==> config.mk <==
export PLATFORM = sky130hd
export DESIGN_NAME = exc_vector_unit
export DESIGN_NICKNAME = d
export VERILOG_FILES = /design/src/rtl/exc_pkg.sv /design/src/rtl/exc_cause_decode.sv /design/src/rtl/exc_dec_edge.sv /design/src/rtl/exc_prio_sel.sv /design/src/rtl/exc_vector_unit.sv
export SDC_FILE = /design/constraint.sdc
export NUM_CORES = 1
export LEC_CHECK = 0
export BUFFER_PORTS_ARGS = -buffer_cell sky130_fd_sc_hd__clkbuf_2
export CELL_PAD_IN_SITES_DETAIL_PLACEMENT = 0
export CELL_PAD_IN_SITES_GLOBAL_PLACEMENT = 1
export CORE_MARGIN = 5
export CORE_UTILIZATION = 29
export CTS_BUF_LIST = sky130_fd_sc_hd__clkbuf_4 sky130_fd_sc_hd__clkbuf_8 sky130_fd_sc_hd__clkbuf_16
export DETAILED_ROUTE_END_ITERATION = 16
export PLACE_DENSITY = 0.85
export SYNTH_ARGS = -nofsm -noshare
export SYNTH_HDL_FRONTEND = slang
export SYNTH_SLANG_ARGS = --single-unit
==> constraint.sdc <==
create_clock -name clk -period 2.9 [get_ports clk]
set_clock_uncertainty 0.15 [all_clocks]
set_input_delay 0.145 -clock clk [delete_from_list [all_inputs] [get_ports clk]]
set_output_delay 0.145 -clock clk [all_outputs]
set_load 0.01 [all_outputs]
==> src/rtl/exc_pkg.sv <==
package exc_pkg;
  localparam int VOFF_W = 20;
  localparam int N_SRC  = 9;

  // source index == priority rank (0 highest)
  localparam int P_ITLB = 0;
  localparam int P_ILL  = 1;
  localparam int P_PRIV = 2;
  localparam int P_FPU  = 3;
  localparam int P_FPE  = 4;
  localparam int P_TRAP = 5;
  localparam int P_SC   = 6;
  localparam int P_TRC  = 7;
  localparam int P_DEC  = 8;

  // program sub-cause field bit positions
  localparam int PC_W    = 4;
  localparam int PC_ILL  = 0;
  localparam int PC_PRIV = 1;
  localparam int PC_TRAP = 2;
  localparam int PC_FPE  = 3;

  function automatic logic [VOFF_W-1:0] src_offset(input int idx);
    case (idx)
      P_ITLB:                     return 20'h01000;
      P_ILL, P_PRIV, P_FPE, P_TRAP: return 20'h00700;
      P_FPU:                      return 20'h00800;
      P_SC:                       return 20'h00C00;
      P_TRC:                      return 20'h00D00;
      P_DEC:                      return 20'h00900;
      default:                    return '0;
    endcase
  endfunction
endpackage

==> src/rtl/exc_cause_decode.sv <==
module exc_cause_decode
  import exc_pkg::*;
(
  input  logic             cmp_valid,
  input  logic             op_illegal,
  input  logic             op_unimpl_opt,
  input  logic             op_opt_nop,
  input  logic             op_priv,
  input  logic             spr_access,
  input  logic             spr_known,
  input  logic             spr_sel_hi,
  input  logic             user_mode,
  input  logic             op_fp,
  input  logic             fp_enable,
  input  logic             fpx_mode0,
  input  logic             fpx_mode1,
  input  logic             fp_summary,
  input  logic             trap_hit,
  input  logic             op_syscall,
  input  logic             op_branch,
  input  logic             single_step,
  input  logic             branch_trace,
  input  logic             itlb_miss,
  output logic [N_SRC-1:0] req_o
);
  logic ill_c, priv_c, spr_bad, fpe_c, trc_c;

  assign ill_c   = op_illegal | (op_unimpl_opt & ~op_opt_nop);
  assign spr_bad = spr_access & ~spr_known & spr_sel_hi;
  assign priv_c  = user_mode & (op_priv | spr_bad);
  assign fpe_c   = (fpx_mode0 | fpx_mode1) & fp_summary;
  assign trc_c   = single_step | (op_branch & branch_trace);

  always_comb begin
    req_o         = '0;
    req_o[P_ITLB] = cmp_valid & itlb_miss;
    req_o[P_ILL]  = cmp_valid & ill_c;
    req_o[P_PRIV] = cmp_valid & priv_c;
    req_o[P_FPU]  = cmp_valid & op_fp & ~fp_enable;
    req_o[P_FPE]  = cmp_valid & fpe_c;
    req_o[P_TRAP] = cmp_valid & trap_hit;
    req_o[P_SC]   = cmp_valid & op_syscall;
    req_o[P_TRC]  = cmp_valid & trc_c;
  end
endmodule

==> src/rtl/exc_dec_edge.sv <==
module exc_dec_edge (
  input  logic clk,
  input  logic rst_n,
  input  logic dec_msb,
  input  logic ext_int_en,
  input  logic dec_taken_i,
  output logic dec_req_o
);
  logic msb_q, pend_q, rise, avail;

  assign rise      = dec_msb & ~msb_q;
  assign avail     = pend_q | rise;
  assign dec_req_o = avail & ext_int_en;

  always_ff @(posedge clk or negedge rst_n) begin
    if (!rst_n) begin
      msb_q  <= 1'b0;
      pend_q <= 1'b0;
    end else begin
      msb_q  <= dec_msb;
      pend_q <= avail & ~dec_taken_i;
    end
  end
endmodule

==> src/rtl/exc_prio_sel.sv <==
module exc_prio_sel #(
  parameter int N = 9
) (
  input  logic [N-1:0] req_i,
  output logic [N-1:0] grant_o
);
  logic [N-1:0] blk;

  assign blk[0] = 1'b0;

  for (genvar gi = 0; gi < N; gi++) begin : g_grant
    assign grant_o[gi] = req_i[gi] & ~blk[gi];
  end

  for (genvar gj = 0; gj < N - 1; gj++) begin : g_chain
    assign blk[gj+1] = blk[gj] | req_i[gj];
  end
endmodule

==> src/rtl/exc_vector_unit.sv <==
module exc_vector_unit
  import exc_pkg::*;
#(
  parameter int VEC_W = VOFF_W
) (
  input  logic             clk,
  input  logic             rst_n,
  input  logic             cmp_valid,
  input  logic             op_illegal,
  input  logic             op_unimpl_opt,
  input  logic             op_opt_nop,
  input  logic             op_priv,
  input  logic             spr_access,
  input  logic             spr_known,
  input  logic             spr_sel_hi,
  input  logic             user_mode,
  input  logic             op_fp,
  input  logic             fp_enable,
  input  logic             fpx_mode0,
  input  logic             fpx_mode1,
  input  logic             fp_summary,
  input  logic             trap_hit,
  input  logic             op_syscall,
  input  logic             op_branch,
  input  logic             single_step,
  input  logic             branch_trace,
  input  logic             itlb_miss,
  input  logic             dec_msb,
  input  logic             ext_int_en,
  output logic             exc_take,
  output logic [VEC_W-1:0] exc_vec,
  output logic [PC_W-1:0]  exc_prog
);
  logic [N_SRC-1:0] ins_req, req, grant;
  logic             dec_req;
  logic [VEC_W-1:0] vec_d;
  logic [PC_W-1:0]  prog_d;

  exc_cause_decode u_dec (
    .cmp_valid    (cmp_valid),
    .op_illegal   (op_illegal),
    .op_unimpl_opt(op_unimpl_opt),
    .op_opt_nop   (op_opt_nop),
    .op_priv      (op_priv),
    .spr_access   (spr_access),
    .spr_known    (spr_known),
    .spr_sel_hi   (spr_sel_hi),
    .user_mode    (user_mode),
    .op_fp        (op_fp),
    .fp_enable    (fp_enable),
    .fpx_mode0    (fpx_mode0),
    .fpx_mode1    (fpx_mode1),
    .fp_summary   (fp_summary),
    .trap_hit     (trap_hit),
    .op_syscall   (op_syscall),
    .op_branch    (op_branch),
    .single_step  (single_step),
    .branch_trace (branch_trace),
    .itlb_miss    (itlb_miss),
    .req_o        (ins_req)
  );

  exc_dec_edge u_edge (
    .clk        (clk),
    .rst_n      (rst_n),
    .dec_msb    (dec_msb),
    .ext_int_en (ext_int_en),
    .dec_taken_i(grant[P_DEC]),
    .dec_req_o  (dec_req)
  );

  always_comb begin
    req        = ins_req;
    req[P_DEC] = dec_req;
  end

  exc_prio_sel #(.N(N_SRC)) u_prio (
    .req_i  (req),
    .grant_o(grant)
  );

  // one-hot grant -> offset; OR of at most one term
  always_comb begin
    vec_d = '0;
    for (int i = 0; i < N_SRC; i++) begin
      if (grant[i]) vec_d = vec_d | VEC_W'(src_offset(i));
    end
  end

  always_comb begin
    prog_d          = '0;
    prog_d[PC_ILL]  = grant[P_ILL];
    prog_d[PC_PRIV] = grant[P_PRIV];
    prog_d[PC_TRAP] = grant[P_TRAP];
    prog_d[PC_FPE]  = grant[P_FPE];
  end

  always_ff @(posedge clk or negedge rst_n) begin
    if (!rst_n) begin
      exc_take <= 1'b0;
      exc_vec  <= '0;
      exc_prog <= '0;
    end else begin
      exc_take <= |grant;
      exc_vec  <= vec_d;
      exc_prog <= prog_d;
    end
  end
endmodule

==> results of run 1 <==
-- synth_stat cells, types with 2 or more instances --
cell,instances
dfrtp_1,12
buf_4,16
o21a_1,4
nor2b_1,2
o21ai_0,5
a31oi_1,2
nor2_1,3
nand3_1,2
and2_1,3
-- area by class of cell --
| class | instances | area (um^2) | area share |
|---|---|---|---|
| clock buffers | 4 | 36.3 | 0.0414 |
| well taps | 28 | 35.0 | 0.0399 |
| inverters | 1 | 3.75 | 0.00428 |
| multi-input cells | 51 | 307 | 0.350 |
| repair buffers | 36 | 195 | 0.223 |
| flip-flops and latches | 12 | 300 | 0.342 |
-- report_power, final --
part	internal, mW	switching, mW
combinational	0.0381	0.0464
clock	0.0763	0.0503
sequential	0.180	0.00367
-- state kept, by name, indices dropped and copies added (netlist names) --
name and flops:
exc_vec 5, u_edge.msb_q 1, exc_take 1, u_edge.pend_q 1, exc_prog 4
-- what timing repair did --
item | in CTS | in global routing
gates resized for setup | 0 | 0
hold buffers | 3 | 0
hold endpoints to repair | 14 | 0
-- routing by layer --
layer | vias to the layer above | track usage
met1 | 242 | 0.0829
met3 | 2 | 0.0175
met5 | - | 0
li1 | 278 | -
met2 | 33 | 0.142
met4 | 0 | 0.0497
-- cells in the final DEF, fill, tap and decap left out --
cell type / Yosys / routed
clkbuf_2: 0 / 33
and4b_1: 1 / 1
a31oi_1: 2 / 2
dlygate4sd3_1: 0 / 3
o221ai_1: 1 / 1
and2b_4: 1 / 1
dfrtp_1: 12 / 12
inv_1: 1 / 1
and3b_1: 1 / 1
nor2b_1: 2 / 2
clkbuf_8: 0 / 1
nor2_1: 3 / 3
and3_2: 1 / 1
o41a_1: 1 / 1
o31a_2: 1 / 1
a21boi_0: 1 / 1
nand2_1: 1 / 1
a22oi_1: 1 / 1
nor2b_4: 1 / 1
o21a_1: 4 / 4
o211ai_1: 1 / 1
and2_1: 3 / 3
o211a_1: 1 / 1
nor2_2: 1 / 1
nand3_1: 2 / 2
o21ai_0: 5 / 5
conb_1: 1 / 15
a21o_1: 1 / 1
clkbuf_4: 0 / 3
-- worst max-delay path, cell delays in order --
cell           delay (ns)
dlygate4sd3_1        0.53
clkbuf_2             0.11
nor2b_1              0.14
o21ai_0              0.29
a22oi_1              0.12
o21a_1               0.21
-- cells by family after synthesis --
| group | Yosys count |
|---|---|
| simple gates | 17 |
| flops | 12 |
| other cells | 1 |
| buf+inv | 17 |
| compound gates | 19 |
-- worst min-delay path by stage --
stage          cells past startpoint      start           end  slack, ns
2_1_floorplan                      0      rst_n   exc_prog[0]      -0.30
3_3_place_gp                       1      rst_n  u_edge.msb_q      -0.12
3_5_place_dp                       1      rst_n   exc_prog[3]      -0.12
4_1_cts                            2  itlb_miss   exc_vec[12]       0.02
5_1_grt                            2   trap_hit   exc_prog[2]       0.03
6_report                           2  itlb_miss   exc_vec[12]       0.03
-- metrics by stage --
step                utilization  hold WS, ns
floorplan                     -       -0.301
global placement          0.367       -0.121
detailed placement        0.367       -0.122
CTS                       0.396       0.0180
global route              0.396       0.0343
finish                    0.396       0.0280
==> results.json, run 1 <==
{
  "status": "completed",
  "core_area_um2": 2210,
  "grt_max_degree": 14,
  "drtAntennaViolNets": 0,
  "wl_per_cell_um": 10.7,
  "initial_core_util": 0.307,
  "synth_top_family_by_area": "compound AO/OA/AOI/OAI gates",
  "yosys.area_share.simple": 0.166,
  "critPathCapture": "exc_vec[8]",
  "hold_path.class": "in -> reg",
  "vias": 555,
  "diodes": 0,
  "max_cap_viol_count": 0,
  "p_leak_nw": 0.482,
  "synth.largest_area_cell": "dfrtp_1",
  "met3_length_um": 172,
  "rows": 17,
  "grt.total_usage": 0.0792,
  "fin_area_um2": 877,
  "area_growth_syn_to_layout_pct": 29.3,
  "synthAdderAreaFrac": 0,
  "cp-startpoint": "dec_msb",
  "ys_warn_count": 0,
  "p_total_mw": 0.395,
  "synth_compound_area_frac": 0.203,
  "ys_seq_area_frac": 0.443,
  "io_buffers": 33,
  "clk_pin_slew_ns": 0.06,
  "grt_overflow": 0,
  "first_global_vias": 542,
  "place_area_um2": 811,
  "firstDrtPassIters": 3,
  "synth.avg_cell_area_um2": 10.3,
  "antenna_found_initial": 0,
  "max_freq_ghz": 0.651,
  "critPathCaptureType": "register",
  "die_w_um": 58.4,
  "vdd_ir_drop_max_v": 0.000232,
  "cts_root_buffer": "clkbuf_4",
  "routed_wl_um": 1420,
  "arrival_ns": 1.54,
  "r2r_start": "u_edge.pend_q",
  "ys.flop_type": "dfrtp_1",
  "dieArea_um2": 3410,
  "insertion_delay_ns": 0.27,
  "synth_top_area_frac": 0.443,
  "dieHeight_um": 58.4,
  "synthArstFlopShare": 1.00,
  "tritoncts": "built",
  "muxShareOfSynthArea": 0,
  "synth_seq_cells": 12,
  "start_kind": "input pin",
  "grt_pass1_wl_um": 2060,
  "power_density_nw_per_um2": 450,
  "crit_fanout": 3,
  "setup_viol": 0,
  "reg2reg_to": "exc_vec[8]",
  "route.detailed.drc": 0,
  "hpwl_um": 1220,
  "synth_cells": 66,
  "synth_area_um2": 678,
  "first_iter_violations": 5,
  "cts_sinks": 12,
  "cts_buffer_depth": 2,
  "place_inst": 125,
  "rr_worst_depth": 3,
  "dr.max_layer_used": "met4",
  "fin_ws_ns": 1.36,
  "synth_edf_count": 0,
  "yosysUniqueCellTypes": 26,
  "fin_cells": 132,
  "slew_violations": 0,
  "critical_path_class": "in -> reg",
  "drive_gt1_frac": 0.404,
  "cts_max_level": 1,
  "cts_buffers": 3,
  "synth_xor_area_frac": 0,
  "wirelength_met1_um": 506,
  "r2r_slack_ns": 1.62,
  "fillCellCount": 232,
  "post-route-period-util": 0.529,
  "gp_congestion": 0.744,
  "crit_required_ns": 2.91,
  "vias_per_cell": 4.20,
  "yosys-top-cells-area": "dfrtp_1, buf_4, o21a_1",
  "fin_nets": 129,
  "min_period_ns": 1.54,
  "wl_met2_um": 714,
  "grt_setup_unrepaired": "false",
  "finalHoldViolations": 0,
  "post-cts-setup-buffers": 0,
  "post-place-ws_ns": 1.48,
  "pin_count": 49,
  "setup_tns_ns": 0
}
(Power assumes the default switching activity.)
==> inputs of run 2 (changes only) <==
--- a/config.mk
+++ b/config.mk
@@ -5,14 +5,15 @@
 export SDC_FILE = /design/constraint.sdc
 export NUM_CORES = 1
 export LEC_CHECK = 0
+export ABC_AREA = 1
 export BUFFER_PORTS_ARGS = -buffer_cell sky130_fd_sc_hd__clkbuf_2
 export CELL_PAD_IN_SITES_DETAIL_PLACEMENT = 0
 export CELL_PAD_IN_SITES_GLOBAL_PLACEMENT = 1
 export CORE_MARGIN = 5
-export CORE_UTILIZATION = 29
+export CORE_UTILIZATION = 25
 export CTS_BUF_LIST = sky130_fd_sc_hd__clkbuf_4 sky130_fd_sc_hd__clkbuf_8 sky130_fd_sc_hd__clkbuf_16
 export DETAILED_ROUTE_END_ITERATION = 16
-export PLACE_DENSITY = 0.85
+export PLACE_DENSITY = 0.78
 export SYNTH_ARGS = -nofsm -noshare
 export SYNTH_HDL_FRONTEND = slang
 export SYNTH_SLANG_ARGS = --single-unit
==> constraint.sdc (replaced) <==
create_clock -name clk -period 1.3 [get_ports clk]
set_clock_uncertainty 0.15 [all_clocks]
set_input_delay 0.065 -clock clk [delete_from_list [all_inputs] [get_ports clk]]
set_output_delay 0.065 -clock clk [all_outputs]
set_load 0.01 [all_outputs]
==> run 2 against run 1 <==
The run now ends with hold timing left. Sequential power grew 120%. Utilization shrank 3.2 points. Highest routed layer unchanged. Design area grew 16%. Area after synthesis grew 7.4%.
==> results.json, run 2 <==
{
  "drive_gt1_frac": 0.392,
  "failed_checks": "hold timing",
  "antenna_found_initial": 0,
  "gp_congestion": 0.723,
  "routed_wl_um": 1480,
  "grt_overflow": 0,
  "drtAntennaViolNets": 0,
  "max_cap_viol_count": 0,
  "grt_setup_unrepaired": "false",
  "whs_ns": -0.0265,
  "arrival_ns": 1.23,
  "post-place-ws_ns": 0.0981,
  "area_growth_syn_to_layout_pct": 39.3,
  "critical_path_class": "in -> reg",
  "path_buf_inv": 4,
  "synth_seq_cells": 12,
  "grt_max_degree": 13,
  "dieArea_um2": 4090,
  "synth_cells": 85,
  "diodes": 0,
  "fin_ws_ns": 0.0861,
  "cpMaxStageDelayCell": "dlygate4sd3_1",
  "multiInputGateArea_um2": 315,
  "cts_buffers": 3,
  "status": "finished with violations",
  "core_area_um2": 2780,
  "dieHeight_um": 64.0,
  "yosysUniqueCellTypes": 17,
  "fillCellCount": 288,
  "finalHoldViolations": 1,
  "synthArstFlopShare": 1.00,
  "critPathCaptureType": "register",
  "ys_warn_count": 0,
  "rows": 19,
  "cts_sinks": 12,
  "fin_nets": 155,
  "final_cell_mix": "clkbuf_2, inv_1, conb_1",
  "first_global_vias": 618,
  "post-cts-setup-buffers": 0,
  "grt.total_usage": 0.0691,
  "vdd_ir_drop_max_v": 0.000505,
  "synth_top_area_frac": 0.412,
  "die_w_um": 64.0,
  "critPathTopFamily": "buffers and inverters",
  "regArea_um2": 300,
  "largest_register": "exc_vec",
  "synth.largest_area_cell": "dfrtp_1",
  "grt_pass1_wl_um": 2310,
  "route.detailed.drc": 0,
  "cts_root_buffer": "clkbuf_4",
  "reg_top3": "exc_vec: 5 flops, exc_prog: 4 flops",
  "mostFrequentLayoutCell": "clkbuf_2",
  "synth.avg_cell_area_um2": 8.57,
  "first_iter_violations": 9,
  "critPathMaxStageDelay_ns": 0.60,
  "insertion_delay_ns": 0.27,
  "vias_per_cell": 3.83,
  "firstDrtPassIters": 3,
  "p_leak_nw": 0.596,
  "hpwl_um": 1250,
  "path_cells": "clkbuf_2 -> dlygate4sd3_1 -> nand2_2 -> inv_1 -> nor2_4 -> nand3_2 -> nand2_1 -> inv_1",
  "cts_max_level": 1,
  "synth_area_um2": 728,
  "ys_top_cells_by_count": "inv_1, buf_4, nand2_1",
  "ys.flop_type": "dfrtp_1",
  "crit_required_ns": 1.32,
  "post-route-period-util": 0.934,
  "initial_core_util": 0.262,
  "pin_count": 49,
  "setup_tns_ns": 0,
  "synth.most_common_cell": "inv_1",
  "ys_seq_area_frac": 0.412,
  "crit_fanout": 7,
  "r2r_slack_ns": 0.11,
  "tritoncts": "built",
  "setup_viol": 0,
  "power_density_nw_per_um2": 918,
  "largest_reg_flops": 5,
  "synth_edf_count": 0,
  "cp_common_cell": "inv_1",
  "start_kind": "input pin",
  "vias": 617,
  "slew_violations": 0,
  "hold_path.class": "in -> reg",
  "min_period_ns": 1.21,
  "cts_buffer_depth": 2,
  "yosys-top-cells-area": "dfrtp_1, buf_4, inv_1",
  "io_buffers": 33,
  "clk_pin_slew_ns": 0.07,
  "max_freq_ghz": 0.824,
  "wl_per_cell_um": 9.20
}
run 2: cell types whose count changed after synthesis, sizes merged, moves of 4 or more:
cell,previous run,this run
nor2,4,8
inv,1,17
o21ai,5,0
a21oi,0,4
nand2,1,18
run 2: path summary, 6_finish.rpt:
kind | start | endpoint | cells past startpoint
hold reg to reg | u_edge.pend_q | u_edge.pend_q | 4
max in group asynchronous | rst_n | exc_vec[9] | 2
min in group asynchronous | rst_n | exc_prog[2] | 2
hold / removal | dec_msb | u_edge.pend_q | 5
setup / recovery | cmp_valid | u_edge.pend_q | 8
setup reg to reg | u_edge.msb_q | exc_vec[8] | 8
run 2: cell families (layout without fill, tap and decap cells):
logic type	count (synthesis)	in the layout	share of synthesized area
simple gates	33	33	0.251
buf+inv	32	63	0.242
flops	12	12	0.412
compound gates	7	7	0.0894
other cells	1	15	0.00515
run 2: worst min-delay path, stage by stage:
cell and delay [ns]:
clkbuf_2 0.10, a21oi_2 0.05, inv_1 0.06, nand2_1 0.05
inv_1 0.04
run 2: timing repair:
item                                   CTS  global route
endpoints found under the hold margin   21             1
setup endpoints to repair                0             3
resized for setup                        0             3
hold buffers                             9             1
run 2: area by class of cell:
cell class,instances,area share
Clock buffer,4,0.0358
Inverter,17,0.0629
Multi-Input combinational cell,55,0.311
Sequential cell,12,0.296
Tap cell,31,0.0382
Timing Repair Buffer,42,0.256
run 2: stage by stage:
stage / instances / util / hold WS [ns] / power [mW] / area, um^2
floorplan: 99 / - / -0.381 / 0.576 / 781
global placement: 148 / 0.314 / -0.203 / 0.627 / 872
detailed placement: 148 / 0.314 / -0.195 / 0.628 / 872
CTS: 161 / 0.359 / -0.239 / 0.936 / 998
global route: 161 / 0.365 / 0.00133 / 0.986 / 1010
finish: 161 / 0.365 / -0.0265 / 0.932 / 1010
run 2: power by group:
part           leakage (nW)  internal [mW]  total, mW  switching [mW]
Clock                0.0210          0.170      0.284           0.114
Sequential            0.146          0.404      0.412         0.00853
Combinational         0.429          0.103      0.235           0.133
run 2: layer usage:
| layer | up-vias | global-route usage | part of all wire |
|---|---|---|---|
| met3 | 2 | 0.0158 | 0.10 |
| li1 | 316 | - | - |
| met1 | 273 | 0.0654 | 0.33 |
| met2 | 26 | 0.133 | 0.56 |
| met4 | 0 | 0.0390 | 0.0068 |
| met5 | - | 0 | 0 |
==> inputs of run 3 (changes only) <==
--- a/config.mk
+++ b/config.mk
@@ -10,10 +10,11 @@
 export CELL_PAD_IN_SITES_DETAIL_PLACEMENT = 0
 export CELL_PAD_IN_SITES_GLOBAL_PLACEMENT = 1
 export CORE_MARGIN = 5
-export CORE_UTILIZATION = 25
+export CORE_UTILIZATION = 29
 export CTS_BUF_LIST = sky130_fd_sc_hd__clkbuf_4 sky130_fd_sc_hd__clkbuf_8 sky130_fd_sc_hd__clkbuf_16
 export DETAILED_ROUTE_END_ITERATION = 16
-export PLACE_DENSITY = 0.78
+export PLACE_DENSITY = 0.85
+export SKIP_LAST_GASP = 1
 export SYNTH_ARGS = -nofsm -noshare
 export SYNTH_HDL_FRONTEND = slang
 export SYNTH_SLANG_ARGS = --single-unit
==> constraint.sdc (replaced) <==
create_clock -name clk -period 1.5 [get_ports clk]
set_clock_uncertainty 0.15 [all_clocks]
set_input_delay 0.075 -clock clk [delete_from_list [all_inputs] [get_ports clk]]
set_output_delay 0.075 -clock clk [all_outputs]
set_load 0.01 [all_outputs]
==> run 3 against run 2 <==
The flow now finishes without violations. Critical path depth is 3 lower. Worst hold slack better by 0.043 ns. Die area is 12% lower. Sequential power is 14% lower. Flip-flop and latch count stayed put. Register-to-register slack better by 0.16 ns. Total power is 13% lower. Largest power group unchanged.
==> results.json, run 3 (synthesis results as in run 2) <==
{
  "status": "completed",
  "hold_path.class": "in -> reg",
  "cp-startpoint": "fpx_mode0",
  "cts_resized": 0,
  "drtAntennaViolNets": 0,
  "firstDrtPassIters": 2,
  "clk_pin_slew_ns": 0.07,
  "route.detailed.drc": 0,
  "die_w_um": 60.1,
  "cp_common_cell": "dlygate4sd3_1",
  "power_density_nw_per_um2": 785,
  "critPathMaxStageDelay_ns": 0.55,
  "first_global_vias": 666,
  "mostFrequentLayoutCell": "clkbuf_2",
  "fin_cells": 164,
  "cts_root_buffer": "clkbuf_4",
  "grt_overflow": 0,
  "grt_pass1_wl_um": 2500,
  "cts_max_level": 1,
  "setup_tns_ns": 0,
  "vdd_ir_drop_max_v": 0.000364,
  "first_iter_violations": 4,
  "fin_nets": 159,
  "dieHeight_um": 60.1,
  "tritoncts": "built",
  "max_cap_viol_count": 0,
  "core_area_um2": 2430,
  "vias_per_cell": 3.87,
  "setup_viol": 0,
  "post-route-period-util": 0.968,
  "hold_depth": 4,
  "antenna_found_initial": 0,
  "p_leak_nw": 0.608,
  "insertion_delay_ns": 0.27,
  "drive_gt1_frac": 0.388,
  "finalHoldViolations": 0,
  "cts_buffers": 3,
  "start_kind": "input pin",
  "place_inst": 147,
  "rows": 18,
  "cts_buffer_depth": 2,
  "initial_core_util": 0.299,
  "cts_sinks": 12,
  "reg_top3": "exc_vec: 5 flops, exc_prog: 4 flops",
  "crit_required_ns": 1.51,
  "diodes": 0,
  "hpwl_um": 1280,
  "routed_wl_um": 1540,
  "hp-start": "fp_enable",
  "gp_congestion": 0.712,
  "path_cells": "dlygate4sd3_1 -> clkbuf_2 -> o21bai_4 -> dlygate4sd3_1 -> nor2_1",
  "area_growth_syn_to_layout_pct": 41.8,
  "min_period_ns": 1.45,
  "vias": 635,
  "wl_per_cell_um": 9.38,
  "largest_register": "exc_vec",
  "r2r_start": "u_edge.msb_q",
  "critPathCaptureType": "register",
  "grt_max_degree": 13,
  "grt_setup_unrepaired": "false",
  "largest_reg_flops": 5,
  "crit_fanout": 2,
  "final_cell_mix": "clkbuf_2, inv_1, conb_1",
  "grt.total_usage": 0.0945,
  "critical_path_class": "in -> reg",
  "max_freq_ghz": 0.689,
  "pin_count": 49,
  "slew_violations": 0,
  "io_buffers": 33,
  "rr_worst_depth": 8,
  "cpMaxStageDelayCell": "dlygate4sd3_1",
  "arrival_ns": 1.47,
  "fin_util": 0.424,
  "dieArea_um2": 3610
}
==> run 3: metrics by stage <==
| step | setup WS [ns] | hold slack [ns] | area [um^2] | power [mW] |
|---|---|---|---|---|
| 6_report | 0.0478 | 0.0168 | 1030 | 0.811 |
| 2_1_floorplan | 0.371 | -0.371 | 781 | 0.499 |
| 5_1_grt | 0.00768 | 0.0169 | 1030 | 0.864 |
| 4_1_cts | 0.0236 | 0.00691 | 1020 | 0.815 |
| 3_3_place_gp | 0.274 | -0.195 | 871 | 0.543 |
| 3_5_place_dp | 0.268 | -0.187 | 871 | 0.547 |
==> run 3: path summary, 6_finish.rpt <==
check / slack [ns] / endpoint
max: 0.05 / exc_prog[3]
min: 0.02 / exc_vec[11]
max reg2reg: 0.27 / exc_vec[8]
min reg2reg: 0.39 / u_edge.pend_q
max in group asynchronous: 0.92 / exc_prog[2]
min in group asynchronous: 0.06 / exc_vec[8]
==> run 3: power by group <==
group / switching [mW] / internal, mW / leakage, nW / total [mW]
Clock: 0.0983 / 0.147 / 0.0210 / 0.246
Sequential: 0.00637 / 0.350 / 0.146 / 0.356
Combinational: 0.116 / 0.0923 / 0.441 / 0.209
Total: 0.221 / 0.590 / 0.608 / 0.811
==> run 3: repair_timing <==
action,CTS,global route
hold buffers,11,0
buffers inserted,0,2
setup endpoints to repair,0,1
hold endpoints to repair,20,0
==> run 3: layout make-up <==
cell class | instances | area, um^2
inverter | 17 | 63.8
clock buffer | 4 | 36.3
sequential | 12 | 300
fill | 237 | 1400
tap | 30 | 37.5
multi-input combinational | 55 | 304
timing repair buffer | 46 | 290
==> run 3: per-layer routing <==
layer / share of wire / wire length [um] / up-vias / global-route usage
li1: - / - / 324 / -
met1: 0.34 / 529 / 281 / 0.0878
met2: 0.54 / 835 / 26 / 0.177
met3: 0.096 / 147 / 4 / 0.0216
met4: 0.017 / 26 / 0 / 0.0665
met5: 0 / 0 / - / 0
==> run 3: critical path: cells and delay by family <==
| kind | cells | cell delay [ns] |
|---|---|---|
| and+or+nand+nor | 1 | 0.04 |
| buffers and inverters | 3 | 1.20 |
| AOI/OAI and AO/OA | 1 | 0.14 |
